### src/rtl/bkr_pkg.sv
package bkr_pkg;
  typedef enum logic [1:0] {
    ST_BACKUP = 2'd0,
    ST_STAB   = 2'd1,
    ST_NORMAL = 2'd2
  } bkr_state_e;

  localparam int ADDR_STAT = 0;
  localparam int ADDR_CFG  = 1;
endpackage

### src/rtl/bkr_sync2.sv
module bkr_sync2 #(
  parameter int W = 1
) (
  input  logic         clk,
  input  logic         por_i,
  input  logic [W-1:0] d_i,
  output logic [W-1:0] q_o
);
  logic [W-1:0] meta_q;
  logic [W-1:0] sync_q;

  always_ff @(posedge clk) begin
    if (por_i) begin
      meta_q <= '0;
      sync_q <= '0;
    end else begin
      meta_q <= d_i;
      sync_q <= meta_q;
    end
  end

  assign q_o = sync_q;
endmodule

### src/rtl/bkr_stab_timer.sv
module bkr_stab_timer #(
  parameter int STAB_BASE = 2,
  parameter int SELW      = 3
) (
  input  logic            clk,
  input  logic            por_i,
  input  logic            load_i,
  input  logic            run_i,
  input  logic [SELW-1:0] sel_i,
  output logic            done_o
);
  localparam int CW = STAB_BASE + (1 << SELW);
  localparam logic [CW-1:0] ONE = 1;

  logic [CW-1:0] cnt_q;
  logic [CW-1:0] load_val;

  always_comb begin
    load_val = (ONE << (STAB_BASE + int'(sel_i))) - ONE;
  end

  always_ff @(posedge clk) begin
    if (por_i) begin
      cnt_q <= '0;
    end else if (load_i) begin
      cnt_q <= load_val;
    end else if (run_i && (cnt_q != '0)) begin
      cnt_q <= cnt_q - ONE;
    end
  end

  assign done_o = (cnt_q == '0);

  AST_TMR_STEP_DOWN: assert property (@(posedge clk) disable iff (por_i)
    (run_i && !load_i && !done_o) |=> (cnt_q == $past(cnt_q) - ONE));
  AST_TMR_HOLD_ZERO: assert property (@(posedge clk) disable iff (por_i)
    (done_o && !load_i) |=> done_o);
endmodule

### src/rtl/bkr_fsm.sv
module bkr_fsm
  import bkr_pkg::*;
(
  input  logic clk,
  input  logic por_i,
  input  logic rel_i,
  input  logic tmr_done_i,
  output logic tmr_load_o,
  output logic tmr_run_o,
  output logic normal_o
);
  bkr_state_e state_q;
  bkr_state_e state_d;

  always_comb begin
    state_d = state_q;
    unique case (state_q)
      ST_BACKUP: if (rel_i) state_d = ST_STAB;
      ST_STAB: begin
        if (!rel_i)          state_d = ST_BACKUP;
        else if (tmr_done_i) state_d = ST_NORMAL;
      end
      ST_NORMAL: if (!rel_i) state_d = ST_BACKUP;
      default: state_d = ST_BACKUP;
    endcase
  end

  always_ff @(posedge clk) begin
    if (por_i) state_q <= ST_BACKUP;
    else       state_q <= state_d;
  end

  assign tmr_load_o = (state_q == ST_BACKUP) && rel_i;
  assign tmr_run_o  = (state_q == ST_STAB);
  assign normal_o   = (state_q == ST_NORMAL);

  AST_RST_FORCES_BACKUP: assert property (@(posedge clk) disable iff (por_i)
    !rel_i |=> (state_q == ST_BACKUP));
  AST_HOLD_IN_BACKUP: assert property (@(posedge clk) disable iff (por_i)
    (state_q == ST_BACKUP && !rel_i) |=> !normal_o);
  AST_NO_EARLY_NORMAL: assert property (@(posedge clk) disable iff (por_i)
    (state_q == ST_STAB && !tmr_done_i) |=> (state_q != ST_NORMAL));
  AST_NORMAL_FROM_STAB: assert property (@(posedge clk) disable iff (por_i)
    $rose(normal_o) |-> ($past(state_q) == ST_STAB));
endmodule

### src/rtl/bkr_regs.sv
module bkr_regs
  import bkr_pkg::*;
#(
  parameter int             AW      = 2,
  parameter int             DW      = 8,
  parameter int             SELW    = 3,
  parameter logic [SELW-1:0] SEL_RST = 3
) (
  input  logic            clk,
  input  logic            por_i,
  input  logic            uv_sync_i,
  input  logic            bus_sel_i,
  input  logic            bus_wr_i,
  input  logic [AW-1:0]   bus_addr_i,
  input  logic [DW-1:0]   bus_wdata_i,
  output logic [DW-1:0]   bus_rdata_o,
  output logic            flag_o,
  output logic [SELW-1:0] sel_o
);
  logic            flag_q;
  logic [SELW-1:0] sel_q;
  logic [DW-1:0]   rdata_q;
  logic            hit_stat;
  logic            hit_cfg;
  logic            clr_wr;
  logic            cfg_wr;
  logic            rd_en;
  logic [DW-1:0]   rd_mux;

  assign hit_stat = (bus_addr_i == AW'(ADDR_STAT));
  assign hit_cfg  = (bus_addr_i == AW'(ADDR_CFG));
  assign clr_wr   = bus_sel_i && bus_wr_i && hit_stat && bus_wdata_i[0];
  assign cfg_wr   = bus_sel_i && bus_wr_i && hit_cfg;
  assign rd_en    = bus_sel_i && !bus_wr_i;

  always_comb begin
    rd_mux = '0;
    if (hit_stat)     rd_mux[0]      = flag_q;
    else if (hit_cfg) rd_mux[SELW-1:0] = sel_q;
  end

  always_ff @(posedge clk) begin
    if (por_i) begin
      flag_q  <= 1'b1;
      sel_q   <= SEL_RST;
      rdata_q <= '0;
    end else begin
      if (uv_sync_i)   flag_q <= 1'b1;
      else if (clr_wr) flag_q <= 1'b0;
      if (cfg_wr)      sel_q  <= bus_wdata_i[SELW-1:0];
      if (rd_en)       rdata_q <= rd_mux;
    end
  end

  assign bus_rdata_o = rdata_q;
  assign flag_o      = flag_q;
  assign sel_o       = sel_q;

  AST_FLAG_STICKY: assert property (@(posedge clk) disable iff (por_i)
    (flag_q && !clr_wr) |=> flag_q);
  AST_UV_SETS_FLAG: assert property (@(posedge clk) disable iff (por_i)
    uv_sync_i |=> flag_q);
  AST_SET_BEATS_CLEAR: assert property (@(posedge clk) disable iff (por_i)
    (uv_sync_i && clr_wr) |=> flag_q);
  AST_FLAG_RISE_CAUSE: assert property (@(posedge clk) disable iff (por_i)
    $rose(flag_q) |-> $past(uv_sync_i));
  AST_RDATA_HOLDS: assert property (@(posedge clk) disable iff (por_i)
    !rd_en |=> $stable(rdata_q));
endmodule

### src/rtl/bkup_release_ctrl.sv
module bkup_release_ctrl
  import bkr_pkg::*;
#(
  parameter int             AW        = 2,
  parameter int             DW        = 8,
  parameter int             STAB_BASE = 2,
  parameter int             SELW      = 3,
  parameter logic [SELW-1:0] SEL_RST   = 3
) (
  input  logic          clk,
  input  logic          por_i,
  input  logic          chip_rst_n_i,
  input  logic          vbk_low_i,
  input  logic          bus_sel_i,
  input  logic          bus_wr_i,
  input  logic [AW-1:0] bus_addr_i,
  input  logic [DW-1:0] bus_wdata_i,
  output logic [DW-1:0] bus_rdata_o,
  output logic          normal_mode_o,
  output logic          ram_lost_o
);
  logic            uv_sync;
  logic [SELW-1:0] sel;
  logic            tmr_load;
  logic            tmr_run;
  logic            tmr_done;

  bkr_sync2 #(.W(1)) u_uv_sync (
    .clk   (clk),
    .por_i (por_i),
    .d_i   (vbk_low_i),
    .q_o   (uv_sync)
  );

  bkr_regs #(.AW(AW), .DW(DW), .SELW(SELW), .SEL_RST(SEL_RST)) u_regs (
    .clk         (clk),
    .por_i       (por_i),
    .uv_sync_i   (uv_sync),
    .bus_sel_i   (bus_sel_i),
    .bus_wr_i    (bus_wr_i),
    .bus_addr_i  (bus_addr_i),
    .bus_wdata_i (bus_wdata_i),
    .bus_rdata_o (bus_rdata_o),
    .flag_o      (ram_lost_o),
    .sel_o       (sel)
  );

  bkr_stab_timer #(.STAB_BASE(STAB_BASE), .SELW(SELW)) u_timer (
    .clk    (clk),
    .por_i  (por_i),
    .load_i (tmr_load),
    .run_i  (tmr_run),
    .sel_i  (sel),
    .done_o (tmr_done)
  );

  bkr_fsm u_fsm (
    .clk        (clk),
    .por_i      (por_i),
    .rel_i      (chip_rst_n_i),
    .tmr_done_i (tmr_done),
    .tmr_load_o (tmr_load),
    .tmr_run_o  (tmr_run),
    .normal_o   (normal_mode_o)
  );

  AST_NO_NORMAL_IN_RST: assert property (@(posedge clk) disable iff (por_i)
    !chip_rst_n_i |=> !normal_mode_o);
  AST_RST_KEEPS_FLAG: assert property (@(posedge clk) disable iff (por_i)
    (!uv_sync && !(bus_sel_i && bus_wr_i)) |=> $stable(ram_lost_o));
endmodule

### config.mk
export PLATFORM = sky130hd
export DESIGN_NAME = bkup_release_ctrl
export DESIGN_NICKNAME = d
export VERILOG_FILES = /design/src/rtl/bkr_pkg.sv /design/src/rtl/bkr_sync2.sv /design/src/rtl/bkr_stab_timer.sv /design/src/rtl/bkr_fsm.sv /design/src/rtl/bkr_regs.sv /design/src/rtl/bkup_release_ctrl.sv
export SDC_FILE = /design/constraint.sdc
export NUM_CORES = 1
export LEC_CHECK = 0
export BUFFER_PORTS_ARGS = -buffer_cell sky130_fd_sc_hd__buf_4
export CAP_MARGIN = 20
export CELL_PAD_IN_SITES_DETAIL_PLACEMENT = 1
export CELL_PAD_IN_SITES_GLOBAL_PLACEMENT = 2
export CORE_UTILIZATION = 32
export DETAILED_ROUTE_END_ITERATION = 16
export PLACE_DENSITY_LB_ADDON = 0.1
export SYNTH_ARGS = -nofsm -noshare
export SYNTH_HDL_FRONTEND = slang
export SYNTH_HIERARCHICAL = 1
export SYNTH_SLANG_ARGS = --single-unit
### constraint.sdc
create_clock -name clk -period 3.7 [get_ports clk]
set_clock_uncertainty 0.15 [all_clocks]
set_input_delay 0.555 -clock clk [delete_from_list [all_inputs] [get_ports clk]]
set_output_delay 0.555 -clock clk [all_outputs]
set_load 0.005 [all_outputs]
# Word level (Yosys, flattened, before mapping)
# Cells that the tools add are included.
word_totals:
  regBits: 21
  input_bits: 16
  out_inout_bits: 10
classes:
  addsub: 3
  eq_ne: 6
  shift: 1
  mux: 10
  reduce_logical: 15
ops:
  columns: ["operator", "count"]
  rows:
  - ["<< shifter 1 x 32 -> 10 bit, first input constant", 1]
  - ["2-to-1 mux 10 bit", 2]
  - ["subtractor 10 x 1 -> 10 bit, second input constant", 2]
  - ["zero test 10 bit", 1]
  - ["2-to-1 mux 2 bit", 5]
  - ["nonzero test 10 bit", 1]
  - ["logical AND 1 bit", 7]
  - ["case mux 2 bit (3 select lines)", 1]
  - ["adder 2 x 3 -> 4 bit, first input constant", 1]
  - ["equality test 2 x 1 -> 1 bit, second input constant", 2]
  - ["zero test 2 bit", 2]
  - ["!= test 2 bit, second input constant", 2]
  - ["2-to-1 mux 3 bit", 1]
  - ["!= test 3 bit, second input constant", 1]
  - ["AND reduction 3 bit", 1]
  - ["equality test 2 bit, second input constant", 1]
  - ["nonzero test 2 bit", 1]
  - ["OR reduction 2 bit", 1]
  - ["zero test 1 bit", 1]
  - ["2-to-1 mux 1 bit", 1]

# Longest topological paths before layout
# Gate-level depths: netlist (run 1).
logic_depth:
  word_depth: 4
  mapped_depth: 12

# Modules after synthesis
# Netlist (run 1), hierarchy kept.
modules_own_cells:
  columns: ["mod", "instances", "cells_each", "area_per_inst_um2", "seq_area_each_um2"]
  rows:
  - ["bkr_stab_timer", 1, 110, 873.3, 200.2]
  - ["bkr_regs", 1, 40, 391.6, 140.1]
  - ["bkr_fsm", 1, 10, 96.3, 40.0]
  - ["bkr_sync2", 1, 4, 52.6, 40.0]

# Worst setup path after synthesis (run 1)
# No wires, ideal clock.
synth_path:
  kind: "in2reg"
  startpoint: "input port chip_rst_n_i"
  endpoint: "register u_timer.cnt_q[8]"
  arrival_time_ps: 2428
  required_ps: 3428
  setup_slack_ps: 999
  stages: 12
  path_cell_list: "nand2b_1 -> nor2_1 -> buf_2 -> buf_2 -> and3_1 -> a21oi_1 -> ha_1 -> inv_1 -> a311oi_1 -> and4bb_1 -> nor3_1 -> a311o_1"
synth_between:
  elab_chain_cells: 2
  elab_cells_between_ends: 3
  cone_classes: "mux (1); reduce/logical (2)"
synth_rtl:
  columns: ["item", "line", "rtl"]
  rows:
  - ["start: declaration", "bkup_release_ctrl.sv:12", "input logic chip_rst_n_i,"]
  - ["logical AND 1 bit (*)", "bkr_fsm.sv:33", "assign tmr_load_o = (state_q == ST_BACKUP) && rel_i;"]
  - ["via tmr_load", "bkup_release_ctrl.sv:24", "logic tmr_load;"]
  - ["2-to-1 mux 10 bit / nonzero test 2 bit (equally long branches)", null, null]
  - ["end signal: assignment", "bkr_stab_timer.sv:26", "cnt_q <= load_val;"]
  - ["end signal: assignment", "bkr_stab_timer.sv:28", "cnt_q <= cnt_q - ONE;"]
  - ["end: declaration", "bkr_stab_timer.sv:15", "logic [CW-1:0] cnt_q;"]
# The timed path passes the listed nets; every way through them passes the cells marked *.
# A chain may end at the register's enable or synchronous reset.

# Worst setup path after layout (run 1)
layout_path:
  startpoint: "register u_regs.sel_q[1] (netlist: u_regs/sel_o[1])"
  endpoint: "register u_timer.cnt_q[8]"
layout_between:
  elab_chain_cells: 4
layout_rtl:
  columns: ["item", "line", "rtl"]
  rows:
  - ["start: declaration", "bkr_regs.sv:21", "logic [SELW-1:0] sel_q;"]
  - ["start signal: assignment", "bkr_regs.sv:50", "if (cfg_wr) sel_q <= bus_wdata_i[SELW-1:0];"]
  - ["adder 2 x 3 -> 4 bit", "bkr_stab_timer.sv:19", "load_val = (ONE << (STAB_BASE + int'(sel_i))) - ONE;"]
  - ["<< shifter 1 x 32 -> 10 bit", "bkr_stab_timer.sv:19", null]
  - ["subtractor 10 x 1 -> 10 bit", "bkr_stab_timer.sv:19", null]
  - ["2-to-1 mux 10 bit", "bkr_stab_timer.sv:25", "end else if (load_i) begin"]
# No other way between the ends.

==> impl_summary.txt, run 1 <==
----------------------------------------------------
[STA]
  Number of slew-limit violations in the final report ... 0
  Final count of negative-setup-slack endpoints ... 0
  Sum of negative setup slack ... 0 ns
  Number of failing hold endpoints at the final stage ... 0
  Maximum clock frequency ... between 300 and 400 MHz
  Worst-margin pin slew ... 0.583 ns
  Portion of the clock cycle consumed by the worst path in the final layout ... 0.823
  Period minus WS final ... 3.04 ns
  Worst hold-check slack ... 0.308 ns
  Setup repair after global routing missed its margin ... false
  Worst slew margin relative to its limit ... 0.607

[Layout]
  ANT cells ... 0
  Number of nets in the layout ... 196
  Post-synthesis to final-layout area growth ... 11.6%
  Final Core Density ... 0.383
  Most common cell after layout, fill and taps aside ... dfxtp_1
  Most frequent cells in the layout ... dfxtp_1, buf_4, nor2_1
  Layout cell share with drive strength beyond 1 ... 0.181

[Floorplan]
  Site row count ... 23
  Die height ... 68.5 microns
  Overall die width ... between 60 and 70 microns
  Starting utilization of the core area ... 0.344
  Core region area ... just over 4000 sq um
  Die area ... between 4000 and 5000 sq um
  Number of primary I/O pins ... 26

[Global route]
  Antenna violations before repair ... 0
  Global-route wire length before repair ... slightly below 6000 microns
  Global-route total usage across every layer ... 0.172
  Number of global-route vias before repair ... 1191
  Leftover overflow at the end of global routing ... 0
  Pin count of the biggest net entering global routing ... 30

[Logic synthesis]
  Library cell with the largest summed area after synthesis ... dfxtp_1
  Post-synthesis cell type count ... 56
  Average instance area after synthesis ... 8.62 sq um
  Dominant cells by area after synthesis ... dfxtp_1, mux2i_1, nor2_1
  Number of synthesized flops with an enable pin ... 0
  Count of synthesis-stage warnings from yosys ... 6
  Flip-flop and latch count after synthesis ... 21
  Gate count of the mapped netlist ... about 160
  Post-synth design cell area ... about 1400 sq um
  Sequential element share of the synthesized area ... 0.297
  Share of flip-flops with an asynchronous set or reset after synthesis ... 0
  Prevailing post-synth register cell ... dfxtp_1
  Area share of the leading cell type in the synthesized netlist ... 0.297

[Critical path]
  Element type at the critical path end ... register
  R2R cell count ... 10
  Req. time, crit path ... 3.71 ns
  Kind of start point of the critical path ... register
  Worst reg2reg endpoint ... u_timer/cnt_q[8]$_SDFFE_PP0P_
  Worst Path Arrival ... 3.05 ns
  Maximum fanout along the worst path ... 10
  Worst R2R Start ... u_regs/sel_o[1]$_SDFFE_PP1P_
  Critical path type ... register to register
  Register-to-Register Setup Slack ... about 0.66 ns

[Route]
  Via-to-Cell Ratio ... 5.53
  ANT nets after route ... 0
  WL per Instance ... 15.9 microns
  Violation count after the first detailed-route iteration ... between 40 and 50
  Vias after detailed routing ... 1255
  Final routed wirelength across all metal layers ... 3610 microns
  First drt pass iteration count ... 4
  Remaining routing DRC violations ... 0

[Flow run]
  Number of max-cap violations ... 0

[Run status]
  Run status ... finished, final reports clean

[CTS]
  Post-CTS setup buffer count ... 0
  Clock root buffer ... clkbuf_8
  Max clock buf depth ... 2
  Clock buffers created by TritonCTS ... 3
  CTS hold repair buffers ... 0
  TritonCTS clock tree ... yes
  Latest clock arrival within the worst-skew pair ... 0.27 ns
  Post-CTS Resized ... 0
  Maximum level of the CTS H-tree ... 1
  Clock input transition at the sequential cells of the worst setup and hold paths ... 0.08 ns
  Clock sink total ... 21

[Worst hold path]
  Hold path start ... u_uv_sync/meta_q$_SDFF_PP0_
  Worst Hold Path EP ... u_uv_sync/q_o$_SDFF_PP0_
  Number of cells on the worst hold path ... 1
  Class of the worst hold path ... register to register

[Place]
  Global placer's final weighted congestion ... just under 0.8
  Half-perimeter wire length after detailed placement ... 2760 microns
  IO buf count ... 15

[Power and ir drop]
  Power density over cell area ... 428 nW/um^2
  Overall power after layout ... 0.676 mW
  Max IR drop VDD ... 0.122 mV
  Leakage ... 0.648 nW

----------------------------------------------------
## metrics by stage
stage                     instances  instance area (sq um)  setup slack (ns)
after floorplan                 168                   1430             0.999
after global placement          223                   1530             0.769
after detailed placement        223                   1530             0.705
after CTS                       227                   1580             0.687
after global routing            227                   1580             0.373
final                           227                   1580             0.656
## registers in the layout (all words and copies together) (netlist names)
signal              count
u_regs/flag_o           1
u_regs/sel_o            3
u_regs/bus_rdata_o      3
u_fsm/state_q           2
u_uv_sync/q_o           1
u_uv_sync/meta_q        1
u_timer/cnt_q          10
## metal layers
layer,up-vias,track usage,routed length (microns)
met5,-,0,0
met4,0,0.0729,46
met3,4,0.0267,62
met2,13,0.260,1670
met1,618,0.239,1840
li1,620,-,-
## worst max path at each step
stage | startpoint | to
2_1_floorplan | chip_rst_n_i | u_timer/cnt_q[8]$_SDFFE_PP0P_
3_3_place_gp | u_regs/sel_o[1]$_SDFFE_PP1P_ | u_timer/cnt_q[8]$_SDFFE_PP0P_
3_5_place_dp | chip_rst_n_i | u_timer/cnt_q[8]$_SDFFE_PP0P_
4_1_cts | u_regs/sel_o[1]$_SDFFE_PP1P_ | u_timer/cnt_q[8]$_SDFFE_PP0P_
5_1_grt | u_regs/sel_o[1]$_SDFFE_PP1P_ | u_timer/cnt_q[8]$_SDFFE_PP0P_
6_report | u_regs/sel_o[1]$_SDFFE_PP1P_ | u_timer/cnt_q[8]$_SDFFE_PP0P_
## kinds of logic after synthesis
logic type	share of synthesized area
AO/OA/AOI/OAI	0.191
XOR/XNOR	0.0248
adder cells (fa/ha/maj)	0.0177
buffers and inverters	0.0823
flip-flops	0.297
multiplexers	0.0566
other	0.00265
AND/OR/NAND/NOR	0.327
## area by class of cell
class,instances,area (sq um)
well taps,50,62.6
clock inverters,1,5.00
fillers,499,2540
flip-flops and latches,21,420
inverters,9,36.3
clock buffers,3,41.3
multi-input cells,127,892
repair buffers,16,120
## worst max-delay path, cell delays in order, from the launching register on
cell,delay [ns]
dfxtp_1,0.41
ha_1,0.42
and2b_2,0.25
and3_1,0.17
a21oi_1,0.19
ha_1,0.23
inv_1,0.05
a311oi_1,0.40
and4bb_1,0.30
nor3_1,0.06
a311o_1,0.31
## power breakdown
group / internal, mW / leakage (nW) / switching [mW]
clock network: 0.0753 / 0.0255 / 0.0832
registers: 0.253 / 0.172 / 0.0237
logic: 0.107 / 0.451 / 0.134
total: 0.435 / 0.648 / 0.241
## synth_stat cells (2+ instances only)
cell type   n
o22ai_1     4
nand4bb_1   2
buf_4       6
inv_1       8
mux2i_1     8
xnor2_1     3
o311ai_1    2
and2b_2     2
a21oi_1     6
nand2b_1    6
a31o_1      3
or2b_1      2
nand4_1     3
buf_2       3
ha_1        2
nor2b_1     8
nor4_1      2
nor2_1     14
nor3_1      5
nand3_1     2
a311o_1     2
and3_1      4
nand2_1     9
dfxtp_1    21
and2_1      2
a31oi_1     3
a211oi_1    3
No activity file was read; power rests on OpenSTA's default activity.
==> inputs of run 2 (changes only) <==
Settings changed: CORE_UTILIZATION 32 to 29.
Clock period 3.7 ns to 2.6 ns, I/O delays scaled along.
==> impl_summary.txt, run 2 (synthesized netlist as in run 1, its figures left out) <==
----------------------------------------------------
[STA]
  Period minus WS final ... 2.56 ns
  Portion of the clock cycle consumed by the worst path in the final layout ... 0.984
  Number of slew-limit violations in the final report ... 0
  Sum of negative setup slack ... 0 ns
  Worst slew margin relative to its limit ... 0.623
  Number of failing hold endpoints at the final stage ... 0
  Setup repair after global routing missed its margin ... true
  Maximum clock frequency ... 391 MHz
  Final count of negative-setup-slack endpoints ... 0
  Worst-margin pin slew ... 0.560 ns

[Critical path]
  R2R cell count ... 10
  Req. time, crit path ... approximately 2.6 ns
  Worst reg2reg endpoint ... u_timer/cnt_q[8]$_SDFFE_PP0P_
  Register-to-Register Setup Slack ... 0.04 ns
  Element type at the critical path end ... register
  Kind of start point of the critical path ... register
  Worst R2R Start ... u_regs/sel_o[1]$_SDFFE_PP1P_
  Worst Path Arrival ... 2.57 ns
  Maximum fanout along the worst path ... 3
  Critical path type ... register to register
  First element of the critical path ... u_regs/sel_o[1]$_SDFFE_PP1P_

[Global route]
  Global-route wire length before repair ... ~6300 microns
  Pin count of the biggest net entering global routing ... 30
  Leftover overflow at the end of global routing ... 0
  Antenna violations before repair ... 0
  Global-route total usage across every layer ... 0.156
  Number of global-route vias before repair ... 1281

[CTS]
  Clock root buffer ... clkbuf_8
  Clock sink total ... 21
  TritonCTS clock tree ... yes
  Latest clock arrival within the worst-skew pair ... 0.27 ns
  Clock input transition at the sequential cells of the worst setup and hold paths ... 0.09 ns
  Max clock buf depth ... 2
  Clock buffers created by TritonCTS ... 3
  Maximum level of the CTS H-tree ... 1

[Power and ir drop]
  Leakage ... roughly 0.73 nW
  Max IR drop VDD ... 0.196 mV
  Power density over cell area ... 581 nW/um^2

[Floorplan]
  Die height ... 71.8 microns
  Die area ... 5160 sq um
  Site row count ... 25
  Starting utilization of the core area ... 0.301
  Overall die width ... 71.8 microns
  Core region area ... around 4700 sq um
  Number of primary I/O pins ... 26

[Layout]
  Number of nets in the layout ... 212
  ANT cells ... 0
  Flip-flop count of the largest register after layout ... 10
  Non-filler cells, final ... 247
  Count of fill cells added during filler insertion ... 567
  Area used by multi-input combinational logic ... between 900 and 1000 sq um
  Layout cell share with drive strength beyond 1 ... 0.295
  Register cell area after layout ... roughly 430 sq um
  Top register by number of flip-flops ... u_timer/cnt_q
  Most common cell after layout, fill and taps aside ... buf_4
  Post-synthesis to final-layout area growth ... 23.4%
  Most frequent cells in the layout ... buf_4, dfxtp_1, nor2_1

[Run status]
  Run status ... finished, final reports clean

[Route]
  Via-to-Cell Ratio ... between 5 and 6
  ANT nets after route ... 0
  First drt pass iteration count ... 4
  Remaining routing DRC violations ... 0
  Final routed wirelength across all metal layers ... 3860 microns
  Vias after detailed routing ... 1299
  WL per Instance ... 15.6 microns
  Violation count after the first detailed-route iteration ... 66

[Worst hold path]
  Worst Hold Path EP ... u_uv_sync/meta_q$_SDFF_PP0_
  Number of cells on the worst hold path ... 2
  Hold path start ... vbk_low_i
  Class of the worst hold path ... input port to register

[Flow run]
  Number of max-cap violations ... 0

[Place]
  Dpl cells ... 238
  Half-perimeter wire length after detailed placement ... approximately 2900 microns
  Global placer's final weighted congestion ... 0.838
  IO buf count ... 15

----------------------------------------------------
[run 2: changes by cell type in the layout (fill, tap and decap cells not counted), sizes merged]
cell  delta
buf     +16
[run 2: worst max-delay path, stage by stage, from the launching register on]
cell	delay, ns
dfxtp_4	0.36
ha_4	0.26
and2b_2	0.22
and3_4	0.17
a21oi_2	0.13
ha_2	0.20
inv_1	0.05
a311oi_2	0.24
and4bb_1	0.29
nor3_1	0.07
a311o_1	0.31
[run 2: metal layers]
layer	GRT usage	share of wire	up-vias
met5	0	0	-
met4	0.0392	0.0065	0
met3	0.0211	0.028	2
met2	0.240	0.45	18
met1	0.229	0.52	627
li1	-	-	652
[run 2: repair_timing]
| item | in CTS | in global routing |
|---|---|---|
| gates resized for setup | 5 | 4 |
| hold buffers | 0 | 0 |
| setup buffers | 4 | 1 |
| pin swaps | 3 | 4 |
| endpoints found under the setup margin | 1 | 4 |
[run 2: metrics by stage]
step | area, sq um | utilization | total power, mW | setup slack [ns] | hold WS (ns)
floorplan | 1440 | - | 0.662 | 0.0473 | 0.264
finish | 1740 | 0.372 | 1.01 | 0.0428 | 0.188
CTS | 1720 | 0.367 | 1.02 | 0.00224 | 0.183
global placement | 1630 | 0.346 | 0.766 | 0.0186 | 0.272
detailed placement | 1630 | 0.346 | 0.772 | -0.0546 | 0.288
global route | 1740 | 0.372 | 1.09 | -0.0580 | 0.183
[run 2: layout make-up]
class / count / area share
Tap cell: 54 / 0.0387
Multi-Input combinational cell: 127 / 0.532
Clock inverter: 1 / 0.00287
Clock buffer: 3 / 0.0237
Sequential cell: 21 / 0.244
Timing Repair Buffer: 32 / 0.138
Inverter: 9 / 0.0208
[run 2: how the worst max path moves through the flow]
stage / end
5_1_grt: u_timer/cnt_q[8]$_SDFFE_PP0P_
3_5_place_dp: u_timer/cnt_q[8]$_SDFFE_PP0P_
6_report: u_timer/cnt_q[8]$_SDFFE_PP0P_
3_3_place_gp: u_timer/cnt_q[8]$_SDFFE_PP0P_
4_1_cts: u_timer/cnt_q[8]$_SDFFE_PP0P_
2_1_floorplan: u_timer/cnt_q[8]$_SDFFE_PP0P_
[run 2: power by group]
| part | leakage, nW | internal, mW | total [mW] | switching (mW) |
|---|---|---|---|---|
| Sequential | 0.173 | 0.359 | 0.392 | 0.0334 |
| Clock | 0.0255 | 0.107 | 0.228 | 0.121 |
| Combinational | 0.527 | 0.189 | 0.393 | 0.203 |
